`config.mk`:
```
export PLATFORM = sky130hd
export DESIGN_NAME = reset_supervisor
export DESIGN_NICKNAME = d
export VERILOG_FILES = /design/src/rtl/rs_pkg.sv /design/src/rtl/rs_sync.sv /design/src/rtl/rs_supply_filter.sv /design/src/rtl/rs_activity_wdt.sv /design/src/rtl/reset_supervisor.sv
export SDC_FILE = /design/constraint.sdc
export NUM_CORES = 1
export LEC_CHECK = 0
export ABC_AREA = 1
export BUFFER_PORTS_ARGS = -buffer_cell sky130_fd_sc_hd__buf_4
export CAP_MARGIN = 15
export CORE_ASPECT_RATIO = 1.4
export CORE_MARGIN = 4
export CORE_UTILIZATION = 36
export DETAILED_ROUTE_END_ITERATION = 8
export GPL_TIMING_DRIVEN = 0
export HOLD_SLACK_MARGIN = 0.02
export PLACE_DENSITY_LB_ADDON = 0.12
export SLEW_MARGIN = 10
export SYNTH_ARGS = -nofsm -noshare
export SYNTH_HDL_FRONTEND = slang
export SYNTH_SLANG_ARGS = --single-unit
```
`constraint.sdc`:
```
create_clock -name clk -period 1.4 [get_ports clk]
set_input_delay 0.21 -clock clk [delete_from_list [all_inputs] [get_ports clk]]
set_output_delay 0.21 -clock clk [all_outputs]
set_load 0.01 [all_outputs]
```
`src/rtl/rs_pkg.sv`:
```
package rs_pkg;
  typedef struct packed {
    logic supply_low;
    logic ext_force;
    logic wdt_expired;
  } cause_t;

  function automatic logic cause_active(cause_t c);
    return c.supply_low | c.ext_force | c.wdt_expired;
  endfunction
endpackage

```
`src/rtl/rs_sync.sv`:
```
module rs_sync #(
  parameter int unsigned STAGES  = 2,
  parameter logic        RST_VAL = 1'b0
) (
  input  logic clk,
  input  logic rst,
  input  logic d_i,
  output logic q_o
);
  logic [STAGES-1:0] chain;

  always_ff @(posedge clk) begin
    if (rst) chain <= {STAGES{RST_VAL}};
    else     chain <= {chain[STAGES-2:0], d_i};
  end

  assign q_o = chain[STAGES-1];
endmodule

```
`src/rtl/rs_supply_filter.sv`:
```
module rs_supply_filter #(
  parameter int unsigned GLITCH_CYCLES = 16
) (
  input  logic clk,
  input  logic rst,
  input  logic level_i,
  output logic good_o
);
  localparam int unsigned CW = (GLITCH_CYCLES > 1) ? $clog2(GLITCH_CYCLES) : 1;
  localparam logic [CW-1:0] LAST = CW'(GLITCH_CYCLES - 1);

  logic [CW-1:0] run_len;

  // Low is believed at once; high must last GLITCH_CYCLES samples in a row.
  always_ff @(posedge clk) begin
    if (rst || !level_i) begin
      good_o  <= 1'b0;
      run_len <= '0;
    end else if (!good_o) begin
      if (run_len == LAST) good_o <= 1'b1;
      else                 run_len <= run_len + CW'(1);
    end
  end
endmodule

```
`src/rtl/rs_activity_wdt.sv`:
```
module rs_activity_wdt #(
  parameter int unsigned WDT_CYCLES = 1000
) (
  input  logic clk,
  input  logic rst,
  input  logic hold_clear_i,
  input  logic line_i,
  output logic expire_o
);
  localparam int unsigned CW = (WDT_CYCLES > 1) ? $clog2(WDT_CYCLES) : 1;
  localparam logic [CW-1:0] LAST = CW'(WDT_CYCLES - 1);

  logic [CW-1:0] idle_cnt;
  logic          line_prev;
  logic          toggled;

  assign toggled = line_i ^ line_prev;

  always_ff @(posedge clk) begin
    if (rst) begin
      line_prev <= 1'b1;
      idle_cnt  <= '0;
      expire_o  <= 1'b0;
    end else begin
      line_prev <= line_i;
      if (hold_clear_i || toggled) begin
        idle_cnt <= '0;
        expire_o <= 1'b0;
      end else if (idle_cnt == LAST) begin
        idle_cnt <= '0;
        expire_o <= 1'b1;
      end else begin
        idle_cnt <= idle_cnt + CW'(1);
        expire_o <= 1'b0;
      end
    end
  end
endmodule

```
`src/rtl/reset_supervisor.sv`:
```
module reset_supervisor
  import rs_pkg::*;
#(
  parameter int unsigned SYNC_STAGES    = 2,
  parameter int unsigned GLITCH_CYCLES  = 16,
  parameter int unsigned STRETCH_CYCLES = 25_000_000,
  parameter int unsigned WDT_CYCLES     = 200_000_000,
  parameter bit          WDT_EN         = 1'b1
) (
  input  logic clk,
  input  logic rst,
  input  logic supply_ok_i,
  input  logic sda_i,
  input  logic rst_hi_pin_i,
  input  logic rst_lo_pin_n_i,
  output logic rst_hi_drv_o,
  output logic rst_lo_drv_o
);
  localparam int unsigned SCW = (STRETCH_CYCLES > 1) ? $clog2(STRETCH_CYCLES) : 1;
  localparam logic [SCW-1:0] STRETCH_LAST = SCW'(STRETCH_CYCLES - 1);

  logic sup_s, sda_s, hi_s, lo_n_s;
  logic sup_good, wdt_exp, ext_cause, own_drive, drv_q;
  logic [SYNC_STAGES:0] own_hist;
  logic [SCW-1:0]       stretch_cnt;
  cause_t               cause;

  rs_sync #(.STAGES(SYNC_STAGES), .RST_VAL(1'b0)) u_sync_sup (
    .clk(clk), .rst(rst), .d_i(supply_ok_i), .q_o(sup_s));
  rs_sync #(.STAGES(SYNC_STAGES), .RST_VAL(1'b1)) u_sync_sda (
    .clk(clk), .rst(rst), .d_i(sda_i), .q_o(sda_s));
  rs_sync #(.STAGES(SYNC_STAGES), .RST_VAL(1'b0)) u_sync_hi (
    .clk(clk), .rst(rst), .d_i(rst_hi_pin_i), .q_o(hi_s));
  rs_sync #(.STAGES(SYNC_STAGES), .RST_VAL(1'b1)) u_sync_lo (
    .clk(clk), .rst(rst), .d_i(rst_lo_pin_n_i), .q_o(lo_n_s));

  rs_supply_filter #(.GLITCH_CYCLES(GLITCH_CYCLES)) u_filter (
    .clk(clk), .rst(rst), .level_i(sup_s), .good_o(sup_good));

  generate
    if (WDT_EN) begin : g_wdt
      rs_activity_wdt #(.WDT_CYCLES(WDT_CYCLES)) u_wdt (
        .clk(clk), .rst(rst), .hold_clear_i(drv_q),
        .line_i(sda_s), .expire_o(wdt_exp));
    end else begin : g_no_wdt
      assign wdt_exp = 1'b0;
    end
  endgenerate

  // Own drive is still visible at the synchronizer outputs for
  // SYNC_STAGES+1 cycles after release; mask the readback that long.
  always_ff @(posedge clk) begin
    if (rst) own_hist <= '0;
    else     own_hist <= {own_hist[SYNC_STAGES-1:0], drv_q};
  end

  assign own_drive = drv_q | (|own_hist);
  assign ext_cause = (hi_s | ~lo_n_s) & ~own_drive;

  always_comb begin
    cause.supply_low  = ~sup_good;
    cause.ext_force   = ext_cause;
    cause.wdt_expired = wdt_exp;
  end

  always_ff @(posedge clk) begin
    if (rst || cause_active(cause)) begin
      drv_q       <= 1'b1;
      stretch_cnt <= '0;
    end else if (drv_q) begin
      if (stretch_cnt == STRETCH_LAST) drv_q <= 1'b0;
      else                             stretch_cnt <= stretch_cnt + SCW'(1);
    end
  end

  assign rst_hi_drv_o = drv_q;
  assign rst_lo_drv_o = drv_q;
endmodule

```
==> impl_table.tex, run 1 <==
\begin{tabular}{lr}
\hline
Metric & Value \\
\hline
\multicolumn{2}{l}{\textbf{Placed design}} \\
\quad Total cell area at the placement stage & 3910 um\^{}2 \\
\quad Worst slack at placement & -0.335 ns \\
\quad Buffers added on ports & 7 \\
\quad Routability congestion estimate & 0.875 \\
\quad Estimated wirelength of the detail-placed design & 6480 um \\
\multicolumn{2}{l}{\textbf{Yosys}} \\
\quad Post-synthesis instance area & 3670 um\^{}2 \\
\quad Sequential-to-total area share from yosys stat & 39.3\% \\
\quad Register bit total from synthesis & 72 \\
\quad Dominant combinational cell family by area after synthesis & simple AND/OR/NAND/NOR gates \\
\quad Xor/xnor share of the synthesized area & 3.10\% \\
\quad Compound-Gate Fraction of Synth Area & 4.80\% \\
\quad Share of synthesized cell area in full adder, half adder and majority cells & 1.02\% \\
\quad Multiplexer share of the synthesized area & 0\% \\
\quad Synth cell types & 31 \\
\quad Warnings, synthesis & 0 \\
\quad Top cell type by total area after synthesis & dfxtp\_1 \\
\quad Synthesized-area fraction occupied by and/or/nand/nor cells & 43.4\% \\
\quad Share of Yosys cell area claimed by the top area cell type & 39.3\% \\
\quad Most area-consuming cells after synthesis & dfxtp\_1, nand2\_1, nor2\_1 \\
\quad Post-Synthesis Net Count & 567 \\
\quad Average footprint of a synthesized cell & 6.58 um\^{}2 \\
\quad Number of instances in the synthesized netlist & 558 \\
\multicolumn{2}{l}{\textbf{GRT}} \\
\quad GRT Residual Overflow & 0 \\
\quad Initial antenna violation count & 0 \\
\quad Pin count of the biggest net entering global routing & 12 \\
\quad Number of global-route vias before repair & 3,387 \\
\quad Total global-route track usage & 16.1\% \\
\quad Global-route wire length before repair & 15,300 um \\
\multicolumn{2}{l}{\textbf{Setup path}} \\
\quad R2r startpoint & g\_wdt.u\_wdt.idle\_cnt[1] \\
\quad Critical Path Source Type & register \\
\quad Cells on worst reg2reg path & 9 \\
\quad Crit path capture type & register \\
\quad CP Data Arrival Time & 1.69 ns \\
\quad Largest driver fanout on the critical path & 10 \\
\quad Worst setup slack for register-to-register paths & -0.08 ns \\
\quad Req. time, crit path & 1.61 ns \\
\quad Worst reg2reg path endpoint & g\_wdt.u\_wdt.idle\_cnt[8] \\
\quad Critical path class & reg2reg \\
\multicolumn{2}{l}{\textbf{Pwr}} \\
\quad Power Density & 872 nW/um\^{}2 \\
\quad Tot Pwr & 0.00414 W \\
\quad IR drop worst, VDD & 510 uV \\
\quad Leakage power total & 1.71 nW \\
\multicolumn{2}{l}{\textbf{STA}} \\
\quad Minimum clock period & 1.48 ns \\
\quad Largest clock skew in the final design & 0.00408 ns \\
\quad Highest clock frequency the design can meet & 0.677 GHz \\
\quad Measured slew at the worst slew-check pin & 0.340 ns \\
\quad Tcrit/Tclk final & 106\% \\
\quad Crit path setup slack, layout & -0.0772 ns \\
\quad Number of hold-slack violations in the final timing report & 0 \\
\quad Final setup violation count & 35 \\
\quad Setup repair after global routing missed its margin & yes \\
\quad Worst hold slack across all endpoints & 0.0649 ns \\
\quad Slew margin rel. & 77.3\% \\
\quad Final slew viol count & 0 \\
\multicolumn{2}{l}{\textbf{Min path}} \\
\quad Destination of the worst hold path & u\_sync\_lo.chain[0] \\
\quad Worst hold stages & 2 \\
\quad Start point of the worst hold path & rst\_lo\_pin\_n\_i \\
\quad Class of the tightest hold or removal check & in2reg \\
\multicolumn{2}{l}{\textbf{Cells and area}} \\
\quad Utilization of the core after routing & 47.7\% \\
\quad Number of fillers in the final layout & 1,006 \\
\quad Synthesis-to-finish area growth & 29.4\% \\
\quad Count of inserted antenna diode cells & 0 \\
\quad Final standard cell area without fillers & 4750 um\^{}2 \\
\quad Multi-input gate area & 2250 um\^{}2 \\
\quad Most common cell after layout, fill and taps aside & nand2\_1 \\
\quad Fraction of final layout cells with drive strength greater than 1 & 24.8\% \\
\quad Top library cells by usage in the layout, fill and taps aside & nand2\_1, nor2\_1, inv\_1, dfxtp\_1, nand3\_1 \\
\quad Sequential cell area & 1480 um\^{}2 \\
\quad Final net count & 606 \\
\multicolumn{2}{l}{\textbf{Detailed routing}} \\
\quad Via count normalized by instance count & 4.76 \\
\quad Drt wl/cell & 12.2 um \\
\quad Total detailed-routing wirelength & 8970 um \\
\quad Detail Route Antenna Nets & 0 \\
\quad 1st-pass router iterations & 4 \\
\quad Post-detailed-route DRC marker count & 0 \\
\quad Routed via count & 3,510 \\
\quad Detailed router's first-iteration violation count & 107 \\
\multicolumn{2}{l}{\textbf{Floorplanning}} \\
\quad Initial core utilization & 36.9\% \\
\quad Top-Level Pins & 8 \\
\quad Die width & 93.4 um \\
\quad Die height & 128 um \\
\quad Area of the die & 11,900 um\^{}2 \\
\quad Core region area & 9950 um\^{}2 \\
\quad Number of placement rows & 43 \\
\multicolumn{2}{l}{\textbf{Clock tree}} \\
\quad Number of buffers created by CTS & 9 \\
\quad Maximum clock insertion buffer count & 2 \\
\quad Clock tree from TritonCTS & done \\
\quad Sink Count & 72 \\
\quad Root Driver & clkbuf\_16 \\
\quad Number of hold buffers added after CTS & 0 \\
\quad Clock input transition at the sequential cells of the worst setup and hold paths & 0.06 ns \\
\quad H-tree depth reported by CTS & 3 \\
\quad Clock latency on the worst-skew pair & 0.32 ns \\
\multicolumn{2}{l}{\textbf{Status}} \\
\quad Failing checks & setup timing \\
\quad Outcome & complete, but fails checks \\
\multicolumn{2}{l}{\textbf{Run}} \\
\quad Max Cap Violations & 0 \\
\hline
\end{tabular}
## registers in the layout, summed over array words and instances, names as in the netlist, 2 cells and up
register and flops:
u_sync_hi.chain 2, u_sync_sup.chain 2, own_hist 3, g_wdt.u_wdt.idle_cnt 28
u_sync_sda.chain 2, stretch_cnt 25, u_filter.run_len 4, u_sync_lo.chain 2
## power by group
part | internal (W) | switching (W)
clock network | 0.00123 | 0.000816
registers | 0.00205 | 0.00000469
logic | 0.0000193 | 0.0000171
total | 0.00331 | 0.000837
## cell families after synthesis
kind of cell | count (synthesis)
AND/OR/NAND/NOR | 364
buffers and inverters | 73
flip-flops | 72
AO/OA/AOI/OAI | 33
XOR/XNOR | 13
adder cells (fa/ha/maj) | 3
## stage by stage
stage	instances	setup TNS, ns
final	737	-1.97
after global routing	737	-4.34
after CTS	730	-2.07
after global placement	700	-9.19
after detailed placement	700	-9.69
after floorplan	558	-0.0504
## area by class of cell
| type | count | area share, % |
|---|---|---|
| clock inverter | 4 | 0.421 |
| multi-input combinational | 413 | 47.3 |
| inverter | 64 | 5.11 |
| sequential | 72 | 31.2 |
| timing repair buffer | 28 | 5.37 |
| clock buffer | 12 | 5.19 |
| buffer | 9 | 1.92 |
| tap | 135 | 3.55 |
## how the worst max path moves through the flow
| stage | start | end | slack (ns) | depth (start not counted) |
|---|---|---|---|---|
| 5_1_grt | g_wdt.u_wdt.idle_cnt[1] | g_wdt.u_wdt.idle_cnt[20] | -0.14 | 10 |
| 3_5_place_dp | stretch_cnt[0] | stretch_cnt[22] | -0.34 | 8 |
| 4_1_cts | g_wdt.u_wdt.idle_cnt[1] | g_wdt.u_wdt.idle_cnt[16] | -0.08 | 9 |
| 3_3_place_gp | stretch_cnt[0] | stretch_cnt[22] | -0.30 | 8 |
| 2_1_floorplan | stretch_cnt[0] | stretch_cnt[12] | -0.02 | 8 |
| 6_report | g_wdt.u_wdt.idle_cnt[1] | g_wdt.u_wdt.idle_cnt[8] | -0.08 | 9 |
## critical path, cell delays in order (launching register included)
cell     delay (ns)
dfxtp_2        0.35
ha_4           0.15
nand2_4        0.05
nor2_4         0.18
nand2_4        0.09
nor2_4         0.09
nand3_2        0.09
nand2_4        0.16
buf_8          0.15
a21oi_1        0.05
## synth_stat cells
library cell  number
o21ai_0            4
nand3b_1           3
clkbuf_1           1
o21bai_1           3
inv_2              2
nor2_2             9
nor4_1             2
buf_6              3
nor2_4             2
buf_4              2
or2_0              1
inv_1             62
nor3_2             2
a31oi_1            1
nand2_4            1
nand2_1          140
xnor2_1            7
o211ai_1           1
nor3_1            10
nand3_1           39
or2_2              5
nand2_2            5
dfxtp_1           72
nor3_4             1
nand3_2            3
buf_2              3
nor2_1           127
ha_1               3
xor2_1             6
nand4_1           14
a21oi_1           24
## layer usage
metal  track usage, %  vias to the layer above  wire length, um
li1                 -                     1831                -
met5                0                        -                0
met4             8.02                        0              357
met3             3.18                       29              219
met2             29.8                       50             4870
met1             17.0                     1600             3530
## repair_timing
item / CTS / global route
setup endpoints to repair: 53 / 53
pin swaps: 11 / 17
gates resized for setup: 53 / 56
setup buffers: 14 / 6
cloned: 0 / 1
(Power assumes the default switching activity.)
==> inputs of run 2 (changes only) <==
CELL_PAD_IN_SITES_DETAIL_PLACEMENT = 0   (was not set)
CELL_PAD_IN_SITES_GLOBAL_PLACEMENT = 2   (was not set)
CORE_UTILIZATION = 31   (was 36)
==> run 2 against run 1 <==
Net effect: the flow still finishes with violations (setup timing); sequential share of layout area decreased by 0.65 points; clock skew increased by 0.0019 ns; maximum frequency decreased by 3.2%; routed wire length increased by 12%; first-iteration DRC count decreased by 8.4%; final area increased by 2.6%; largest power group is now clock.
==> impl_table.tex, run 2 (same netlist as run 1, synthesis figures left out) <==
\begin{tabular}{lr}
\hline
Metric & Value \\
\hline
\multicolumn{2}{l}{\textbf{Status}} \\
\quad Outcome & complete, but fails checks (unchanged) \\
\quad Failing checks & setup timing (unchanged) \\
\multicolumn{2}{l}{\textbf{Pwr}} \\
\quad IR drop worst, VDD & 519 uV (was 510 uV) \\
\quad Leakage power total & 1.74 nW (was 1.71 nW) \\
\quad Power Density & 916 nW/um\^{}2 (was 872 nW/um\^{}2) \\
\multicolumn{2}{l}{\textbf{Clock tree}} \\
\quad Maximum clock insertion buffer count & 2 (unchanged) \\
\quad Sink Count & 72 (unchanged) \\
\quad Clock input transition at the sequential cells of the worst setup and hold paths & 0.06 ns (about the same) \\
\quad Clock tree from TritonCTS & done (unchanged) \\
\quad Root Driver & clkbuf\_16 (unchanged) \\
\quad H-tree depth reported by CTS & 3 (unchanged) \\
\quad Clock latency on the worst-skew pair & 0.34 ns (was 0.32 ns) \\
\quad Number of buffers created by CTS & 9 (unchanged) \\
\multicolumn{2}{l}{\textbf{Placed design}} \\
\quad Routability congestion estimate & 0.809 (was 0.875) \\
\quad Instance count after placement with tap cells included & 709 (was 700) \\
\quad Buffers added on ports & 7 (unchanged) \\
\quad Estimated wirelength of the detail-placed design & 7280 um (was 6480 um) \\
\quad Worst slack at placement & -0.325 ns (was -0.335 ns) \\
\multicolumn{2}{l}{\textbf{Setup path}} \\
\quad Most numerous cell on the critical path & nand2\_4 (unchanged) \\
\quad Worst reg2reg path endpoint & g\_wdt.u\_wdt.idle\_cnt[12] (was g\_wdt.u\_wdt.idle\_cnt[8]) \\
\quad CP Cell Sequence & ha\_4 > nand2\_4 > nor2\_4 > nand2\_4 > nor2\_4 > nand3\_2 > nand2\_4 > clkbuf\_16 > nor2\_1 (was ha\_4 > nand2\_4 > nor2\_4 > nand2\_4 > nor2\_4 > nand3\_2 > nand2\_4 > buf\_8 > a21oi\_1) \\
\quad Number of buffer and inverter stages on the critical path & 1 (unchanged) \\
\quad CP max stage cell & dfxtp\_4 (was dfxtp\_2) \\
\quad Cells on worst reg2reg path & 9 (unchanged) \\
\quad Crit. path cell count & 9 (unchanged) \\
\quad Req. time, crit path & 1.63 ns (was 1.61 ns) \\
\quad Worst path top cell family by delay & simple AND/OR/NAND/NOR gates (unchanged) \\
\quad Worst Setup EP & g\_wdt.u\_wdt.idle\_cnt[12] (was g\_wdt.u\_wdt.idle\_cnt[8]) \\
\quad Critical Path Source Type & register (unchanged) \\
\quad Crit path largest cell delay & 0.37 ns (was 0.35 ns) \\
\quad R2r startpoint & g\_wdt.u\_wdt.idle\_cnt[0] (was g\_wdt.u\_wdt.idle\_cnt[1]) \\
\quad Worst setup slack for register-to-register paths & -0.13 ns (was -0.08 ns) \\
\quad CP Data Arrival Time & 1.76 ns (was 1.69 ns) \\
\quad Largest driver fanout on the critical path & 7 (was 10) \\
\quad Critical path class & reg2reg (unchanged) \\
\quad Crit path capture type & register (unchanged) \\
\quad Startpoint of the worst setup timing path & g\_wdt.u\_wdt.idle\_cnt[0] (was g\_wdt.u\_wdt.idle\_cnt[1]) \\
\multicolumn{2}{l}{\textbf{Cells and area}} \\
\quad Top library cells by usage in the layout, fill and taps aside & nand2\_1, nor2\_1, inv\_1, dfxtp\_1, nand3\_1 (unchanged) \\
\quad Number of standard cells in the final layout excluding fillers & 748 (was 737) \\
\quad Sequential cell area & 1490 um\^{}2 (was 1480 um\^{}2) \\
\quad Register bank with the most flops & g\_wdt.u\_wdt.idle\_cnt (unchanged) \\
\quad Count of inserted antenna diode cells & 0 (unchanged) \\
\quad Synthesis-to-finish area growth & 32.8\% (was 29.4\%) \\
\quad Largest registers in the final layout & g\_wdt.u\_wdt.idle\_cnt x28, stretch\_cnt x25, u\_filter.run\_len x4 (unchanged) \\
\quad Multi-input gate area & 2280 um\^{}2 (was 2250 um\^{}2) \\
\quad Most common cell after layout, fill and taps aside & nand2\_1 (unchanged) \\
\quad Number of fillers in the final layout & 1,238 (was 1,006) \\
\quad Max reg flops & 28 (unchanged) \\
\quad Fraction of final layout cells with drive strength greater than 1 & 29.1\% (was 24.8\%) \\
\quad Final net count & 608 (was 606) \\
\multicolumn{2}{l}{\textbf{STA}} \\
\quad Measured slew at the worst slew-check pin & 0.371 ns (was 0.340 ns) \\
\quad Largest clock skew in the final design & 0.00594 ns (was 0.00408 ns) \\
\quad Final setup violation count & 40 (was 35) \\
\quad Slew margin rel. & 75.0\% (was 77.3\%) \\
\quad Number of hold-slack violations in the final timing report & 0 (unchanged) \\
\quad Minimum clock period & 1.53 ns (was 1.48 ns) \\
\quad Setup repair after global routing missed its margin & yes (unchanged) \\
\quad Crit path setup slack, layout & -0.126 ns (was -0.0772 ns) \\
\quad Final slew viol count & 0 (unchanged) \\
\quad Highest clock frequency the design can meet & 0.655 GHz (was 0.677 GHz) \\
\quad Tcrit/Tclk final & 109\% (was 106\%) \\
\multicolumn{2}{l}{\textbf{GRT}} \\
\quad Initial antenna violation count & 0 (unchanged) \\
\quad Global-route wire length before repair & 16,100 um (was 15,300 um) \\
\quad Total global-route track usage & 15.2\% (was 16.1\%) \\
\quad Pin count of the biggest net entering global routing & 15 (was 12) \\
\quad Number of global-route vias before repair & 3,363 (was 3,387) \\
\quad GRT Residual Overflow & 0 (unchanged) \\
\multicolumn{2}{l}{\textbf{Detailed routing}} \\
\quad Detailed router's first-iteration violation count & 98 (was 107) \\
\quad Detail Route Antenna Nets & 0 (unchanged) \\
\quad Total detailed-routing wirelength & 10,000 um (was 8970 um) \\
\quad 1st-pass router iterations & 4 (unchanged) \\
\quad Drt wl/cell & 13.4 um (was 12.2 um) \\
\quad Via count normalized by instance count & 4.71 (was 4.76) \\
\quad Routed via count & 3,523 (was 3,510) \\
\quad Post-detailed-route DRC marker count & 0 (unchanged) \\
\multicolumn{2}{l}{\textbf{Run}} \\
\quad Max Cap Violations & 0 (unchanged) \\
\multicolumn{2}{l}{\textbf{Floorplanning}} \\
\quad Area of the die & 13,700 um\^{}2 (was 11,900 um\^{}2) \\
\quad Die height & 137 um (was 128 um) \\
\quad Die width & 100 um (was 93.4 um) \\
\quad Core region area & 11,500 um\^{}2 (was 9950 um\^{}2) \\
\quad Number of placement rows & 46 (was 43) \\
\quad Initial core utilization & 32.1\% (was 36.9\%) \\
\quad Top-Level Pins & 8 (unchanged) \\
\multicolumn{2}{l}{\textbf{Min path}} \\
\quad Class of the tightest hold or removal check & in2reg (unchanged) \\
\quad Start point of the worst hold path & rst\_lo\_pin\_n\_i (unchanged) \\
\hline
\end{tabular}
[run 2: worst min path at each step]
stage	cells after the start	end	slack, ns
final	2	u_sync_lo.chain[0]	0.06
after global routing	2	u_sync_sda.chain[0]	0.06
after CTS	2	u_sync_lo.chain[0]	0.04
after detailed placement	2	u_sync_lo.chain[0]	0.40
after global placement	1	u_sync_lo.chain[1]	0.39
after floorplan	1	u_sync_lo.chain[0]	0.31
[run 2: metal layers]
metal / vias up / global-route usage, % / share of wire [%]
li1: 1830 / - / -
met1: 1631 / 15.9 / 39
met2: 43 / 29.3 / 56
met3: 19 / 2.65 / 2.0
met4: 0 / 6.59 / 2.9
met5: - / 0 / 0
[run 2: power breakdown]
part           internal [W]  switching, W
sequential          0.00205    0.00000504
combinational     0.0000192     0.0000171
clock               0.00140      0.000973
[run 2: stage by stage]
step	instance area, um^2	utilization [%]	hold WS, ns	power (W)	setup TNS [ns]
floorplan	3690	-	0.314	0.00214	-0.0504
global placement	3930	34.3	0.394	0.00215	-10.96
detailed placement	3930	34.3	0.401	0.00215	-10.60
CTS	4450	38.9	0.0412	0.00457	-1.68
global route	4880	42.6	0.0579	0.00464	-6.93
finish	4880	42.6	0.0553	0.00447	-3.24
[run 2: timing repair]
action / in CTS / in global routing
setup endpoints to repair: 55 / 53
gates resized for setup: 46 / 91
gates cloned: 0 / 3
pin swaps: 10 / 25
hold buffers: 0 / 0
setup buffers: 10 / 10
[run 2: cell type report]
class | instances | area share (%)
clock buffer | 9 | 4.62
timing repair buffer | 30 | 5.95
buffer | 9 | 1.74
clock inverter | 7 | 1.64
tap | 144 | 3.69
inverter | 64 | 4.98
multi-input combinational | 413 | 46.8
sequential | 72 | 30.5
